File: config.mk
export PLATFORM = sky130hd
export DESIGN_NAME = vid_timing_dec
export DESIGN_NICKNAME = d
export VERILOG_FILES = /design/src/rtl/vtd_pkg.sv /design/src/rtl/vtd_preamble.sv /design/src/rtl/vtd_flag_track.sv /design/src/rtl/vtd_tagger.sv /design/src/rtl/vid_timing_dec.sv
export SDC_FILE = /design/constraint.sdc
export NUM_CORES = 1
export LEC_CHECK = 0
export CAP_MARGIN = 20
export CELL_PAD_IN_SITES_DETAIL_PLACEMENT = 1
export CELL_PAD_IN_SITES_GLOBAL_PLACEMENT = 1
export CORE_ASPECT_RATIO = 1.4
export CORE_MARGIN = 2
export CORE_UTILIZATION = 25
export CTS_BUF_LIST = sky130_fd_sc_hd__clkbuf_16
export DETAILED_ROUTE_END_ITERATION = 10
export PLACE_DENSITY = 0.62
export SYNTH_ARGS = -nofsm -noshare
export SYNTH_HDL_FRONTEND = slang
export SYNTH_SLANG_ARGS = --single-unit
File: constraint.sdc
create_clock -name clk -period 6.05 [get_ports clk]
set_clock_uncertainty 0.05 [all_clocks]
set_input_delay 1.21 -clock clk [delete_from_list [all_inputs] [get_ports clk]]
set_output_delay 1.21 -clock clk [all_outputs]
set_load 0.03 [all_outputs]
File: src/rtl/vtd_pkg.sv
package vtd_pkg;

    localparam int WORD_W = 8;
    localparam logic [WORD_W-1:0] WORD_ONES  = '1;
    localparam logic [WORD_W-1:0] WORD_ZEROS = '0;

    typedef struct packed {
        logic f;
        logic v;
        logic h;
    } vtd_flags_t;

    localparam vtd_flags_t FLAGS_BLANK = '{f: 1'b0, v: 1'b1, h: 1'b1};

    typedef struct packed {
        logic       ok;
        logic       fixed;
        vtd_flags_t flg;
    } vtd_xy_t;

    typedef enum logic [1:0] {
        COMP_CB = 2'd0,
        COMP_YA = 2'd1,
        COMP_CR = 2'd2,
        COMP_YB = 2'd3
    } vtd_comp_t;

    // Syndrome seen when exactly one flag bit is flipped
    localparam logic [3:0] SYN_F = 4'b0111;
    localparam logic [3:0] SYN_V = 4'b1011;
    localparam logic [3:0] SYN_H = 4'b1101;

    function automatic logic [3:0] prot_bits(input vtd_flags_t fl);
        return {fl.v ^ fl.h, fl.f ^ fl.h, fl.f ^ fl.v, fl.f ^ fl.v ^ fl.h};
    endfunction

    function automatic vtd_xy_t xy_decode(input logic [WORD_W-1:0] w);
        vtd_xy_t    r;
        vtd_flags_t fl;
        logic [3:0] syn;
        fl.f    = w[6];
        fl.v    = w[5];
        fl.h    = w[4];
        syn     = w[3:0] ^ prot_bits(fl);
        r.flg   = fl;
        r.ok    = 1'b0;
        r.fixed = 1'b0;
        if (syn == 4'b0000) begin
            // clean, or only the fixed top bit was hit
            r.ok    = 1'b1;
            r.fixed = ~w[7];
        end else if (w[7]) begin
            if ((syn & (syn - 4'd1)) == 4'b0000) begin
                // one protection bit flipped
                r.ok    = 1'b1;
                r.fixed = 1'b1;
            end else begin
                case (syn)
                    SYN_F: begin r.ok = 1'b1; r.fixed = 1'b1; r.flg.f = ~fl.f; end
                    SYN_V: begin r.ok = 1'b1; r.fixed = 1'b1; r.flg.v = ~fl.v; end
                    SYN_H: begin r.ok = 1'b1; r.fixed = 1'b1; r.flg.h = ~fl.h; end
                    default: r.ok = 1'b0;
                endcase
            end
        end
        return r;
    endfunction

endpackage

File: src/rtl/vtd_preamble.sv
module vtd_preamble
    import vtd_pkg::*;
#(
    parameter int PRE_LEN = 3
) (
    input  logic              clk,
    input  logic              rst,
    input  logic [WORD_W-1:0] din,
    output logic              hit
);

    // hist[0] is the newest word, hist[PRE_LEN-1] the oldest
    logic [PRE_LEN-1:0][WORD_W-1:0] hist;
    logic [PRE_LEN-1:0]             stage_ok;

    always_ff @(posedge clk) begin
        if (rst) begin
            hist <= '0;
        end else begin
            hist <= {hist[PRE_LEN-2:0], din};
        end
    end

    for (genvar g = 0; g < PRE_LEN; g++) begin : g_stage
        if (g == PRE_LEN - 1) begin : g_lead
            assign stage_ok[g] = (hist[g] == WORD_ONES);
        end else begin : g_zero
            assign stage_ok[g] = (hist[g] == WORD_ZEROS);
        end
    end

    // din is the status word when the history holds the preamble
    assign hit = &stage_ok;

endmodule

File: src/rtl/vtd_flag_track.sv
module vtd_flag_track
    import vtd_pkg::*;
#(
    parameter int ERR_W = 8
) (
    input  logic             clk,
    input  logic             rst,
    input  logic             hit,
    input  vtd_xy_t          xy,
    output vtd_flags_t       flg,
    output logic             code_ok,
    output logic             code_fix,
    output logic [ERR_W-1:0] err_cnt
);

    localparam logic [ERR_W-1:0] ERR_MAX = '1;

    logic accept;
    logic reject;

    assign accept = hit && xy.ok;
    assign reject = hit && !xy.ok;

    always_ff @(posedge clk) begin
        if (rst) begin
            flg      <= FLAGS_BLANK;
            code_ok  <= 1'b0;
            code_fix <= 1'b0;
            err_cnt  <= '0;
        end else begin
            code_ok  <= accept;
            code_fix <= accept && xy.fixed;
            if (accept) begin
                flg <= xy.flg;
            end
            if (reject && (err_cnt != ERR_MAX)) begin
                err_cnt <= err_cnt + 1'b1;
            end
        end
    end

endmodule

File: src/rtl/vtd_tagger.sv
module vtd_tagger
    import vtd_pkg::*;
(
    input  logic              clk,
    input  logic              rst,
    input  logic              run_start,
    input  logic [WORD_W-1:0] din,
    output logic              act_valid,
    output logic [1:0]        act_comp,
    output logic [WORD_W-1:0] act_data
);

    logic      in_run;
    vtd_comp_t phase;

    always_ff @(posedge clk) begin
        if (rst) begin
            in_run    <= 1'b0;
            phase     <= COMP_CB;
            act_valid <= 1'b0;
            act_comp  <= 2'd0;
            act_data  <= '0;
        end else if (run_start) begin
            in_run    <= 1'b1;
            phase     <= COMP_CB;
            act_valid <= 1'b0;
        end else if (in_run && (din == WORD_ONES)) begin
            in_run    <= 1'b0;
            act_valid <= 1'b0;
        end else if (in_run) begin
            act_valid <= 1'b1;
            act_data  <= din;
            act_comp  <= phase;
            phase     <= vtd_comp_t'(phase + 2'd1);
        end else begin
            act_valid <= 1'b0;
        end
    end

endmodule

File: src/rtl/vid_timing_dec.sv
module vid_timing_dec
    import vtd_pkg::*;
#(
    parameter int ERR_W   = 8,
    parameter int PRE_LEN = 3
) (
    input  logic             clk,
    input  logic             rst,
    input  logic [7:0]       vid_in,
    output logic             hsync,
    output logic             vsync,
    output logic             field,
    output logic             act_valid,
    output logic [1:0]       act_comp,
    output logic [7:0]       act_data,
    output logic             code_ok,
    output logic             code_fix,
    output logic [ERR_W-1:0] err_cnt
);

    logic       pre_hit;
    vtd_xy_t    xy_now;
    vtd_flags_t flg_q;
    logic       run_start;

    vtd_preamble #(.PRE_LEN(PRE_LEN)) u_pre (
        .clk (clk),
        .rst (rst),
        .din (vid_in),
        .hit (pre_hit)
    );

    assign xy_now = xy_decode(vid_in);

    vtd_flag_track #(.ERR_W(ERR_W)) u_flags (
        .clk      (clk),
        .rst      (rst),
        .hit      (pre_hit),
        .xy       (xy_now),
        .flg      (flg_q),
        .code_ok  (code_ok),
        .code_fix (code_fix),
        .err_cnt  (err_cnt)
    );

    assign run_start = pre_hit && xy_now.ok && !xy_now.flg.h && !xy_now.flg.v;

    vtd_tagger u_tag (
        .clk       (clk),
        .rst       (rst),
        .run_start (run_start),
        .din       (vid_in),
        .act_valid (act_valid),
        .act_comp  (act_comp),
        .act_data  (act_data)
    );

    assign hsync = flg_q.h;
    assign vsync = flg_q.v;
    assign field = flg_q.f;

endmodule

==> flow_metrics.tcl <==
set metrics [dict create \
    grt_use_total_pct 11.5 \
    arrival_ns 4.50 \
    ys_seq_area_share_pct 45.8 \
    htreeDepth 2 \
    clkTransAtPathRegs_ns 0.07 \
    postSynthCellCount 218 \
    min_period_over_period_pct 72.3 \
    vias_per_cell 4.59 \
    die_w_um 83.8 \
    critPathBufInv 1 \
    gr-total-overflow 0 \
    via_count 1631 \
    synth.distinct_cells 46 \
    port_buffers 33 \
    drtAntennaViolNets 0 \
    grt_antenna_before_repair 0 \
    insertion_delay_ns 0.29 \
    postCtsHoldBufs 0 \
    crit_path_cell_trace "clkdlybuf4s50_1 > ha_1 > xor2_1 > nand3_2 > o21bai_1 > nor3_2 > nor3_4 > a21o_1 > mux2_4" \
    tritoncts "done" \
    die_height_um 116 \
    drtIter0Drc 52 \
    fmax_ghz 0.229 \
    clockRootBuffer "clkbuf_16" \
    cp-end-kind "register" \
    drv_cap 0 \
    final_cells 355 \
    outcome "finished, final reports clean" \
    period_minus_slack_ns 4.37 \
    syn-num-nets 230 \
    cts_buffer_depth 2 \
    dpl.hpwl_mm 3.88 \
    slowest_delay_ns 0.65 \
    syn_avg_cell_area_sq_um 10.2 \
    slew_headroom_pct 60.2 \
    power.density_nw_per_um2 259 \
    synth_top_flop_cell "dfxtp_1" \
    slew_violations 0 \
    p_leak_nw 1.07 \
    grt_pass1_vias 1754 \
    synthToLayoutAreaGrowth_pct 26.8 \
    dp_cells 346 \
    first_pass_iters 2 \
    min_path_type "register to register" \
    dieArea_sq_um 9700 \
    nets 261 \
    max-vdd-ir-drop_uv 112 \
    wl_mm 5.09 \
    cp.required_ns 6.18 \
    core-area_sq_um 8610 \
    grt_pass1_wl_mm 8.74 \
    std_cell_rows 40 \
    grt_max_degree 30 \
    reg2reg_slack_ns 3.20 \
    synth_edf_count 0 \
    final_common_cell "dfxtp_1" \
    critPathKind "input pin to register" \
    tns_ns 0 \
    cp-start-kind "input pin" \
    hold_viol_final 0 \
    ys_seq_elements 51 \
    start_util_pct 25.9 \
    crit_fanout 10 \
    timing.critical_path.slowest_stage_cell "clkdlybuf4s50_1" \
    antenna-diode-count 0 \
    drc 0 \
    gp_congestion 0.772 \
    io_pins 34 \
    setup_viol 0 \
    rsz0062_at_grt "no" \
    synthArstFlopShare_pct 0 \
    numCtsBuffers 5 \
    cts_resized 0 \
    post_cts_buffers 0 \
    crit_family "compound AO/OA/AOI/OAI gates" \
    ys_warn_count 0 \
    final_cell_mix "51 x dfxtp_1, 35 x nor2b_1, 33 x clkdlybuf4s50_1, 16 x nor2_1, 10 x nand3_1" \
    wl_per_cell_um 14.3 \
    clkSinkCount 51 \
    syn_area_sq_um 2230 \
    power_w 0.000733 \
    worstMarginPinSlew_ns 0.589 \
    drive_above_1_share_pct 10.8 \
]
-- layout make-up --
cell class	count	area [sq um]
Fill cell	983	5780
Timing Repair Buffer	35	353
Tap cell	105	131
Clock buffer	5	125
Sequential cell	51	1020
Clock inverter	3	42.5
Multi-Input combinational cell	153	1140
Inverter	3	11.3
-- worst paths after layout --
path                                     start           endpoint  depth (start not counted)
worst max-delay path                 vid_in[4]  u_tag.act_data[4]                          9
worst min-delay path            u_pre.hist[15]     u_pre.hist[23]                          1
worst min register to register  u_pre.hist[15]     u_pre.hist[23]                          1
worst max register to register  u_pre.hist[12]  u_tag.act_data[4]                          6
-- logic make-up (layout without fill, tap and decap cells) --
logic type | Yosys count | count (layout) | share of synthesized area, %
simple gates | 99 | 99 | 26.0
mux | 11 | 11 | 6.73
flops | 51 | 51 | 45.8
buf+inv | 14 | 46 | 2.97
xor+xnor | 19 | 19 | 9.15
fa+ha+maj | 2 | 2 | 1.12
compound gates | 22 | 22 | 8.25
-- synthesized netlist by cell type, types with 2 or more instances --
cell type	count	area share, %
dfxtp_1	51	46
nor2b_1	35	9.8
nor2_1	16	2.7
nand3_1	10	2.2
mux2_4	8	5.4
xnor2_1	8	3.1
xor2_1	8	3.1
clkbuf_1	7	1.2
nand4_1	7	2.0
nand2_1	6	1.0
nand2b_1	5	1.4
a21oi_1	4	0.90
nor4_1	4	1.1
o21ai_0	4	0.90
inv_1	3	0.51
mux2i_1	3	1.3
or4_1	3	1.0
a211o_1	2	0.79
a211oi_1	2	0.67
a21o_1	2	0.67
and3_1	2	0.56
buf_2	2	0.45
ha_1	2	1.1
nor3_1	2	0.45
-- where the power goes --
part	switching, W	total (W)	internal, W
Combinational	0.0000418	0.0000706	0.0000288
Clock	0.000123	0.000318	0.000195
Sequential	0.00000261	0.000345	0.000342
-- routing by layer --
layer  vias up  global-route usage [%]  share of wire, %
met5         -                       0                 0
met4         0                    4.84               2.2
met3         9                    2.49               2.3
met2        21                    21.5                55
met1       794                    12.5                40
li1        807                       -                 -
-- registers in the layout, indices dropped and copies added, names as in the netlist, 2 cells and up --
register	count
u_pre.hist	24
u_flags.err_cnt	8
u_tag.act_data	8
u_tag.phase	2
u_flags.flg	3
u_tag.act_comp	2
-- stage by stage --
stage / utilization [%] / instance area (sq um) / setup slack [ns] / hold WS, ns
finish: 32.8 / 2830 / 1.68 / 0.413
global route: 32.8 / 2830 / 1.37 / 0.424
CTS: 32.7 / 2810 / 1.63 / 0.415
detailed placement: 30.7 / 2640 / 1.35 / 0.405
global placement: 30.7 / 2640 / 1.38 / 0.394
floorplan: - / 2230 / 2.66 / 0.378
(Power assumes the default switching activity.)
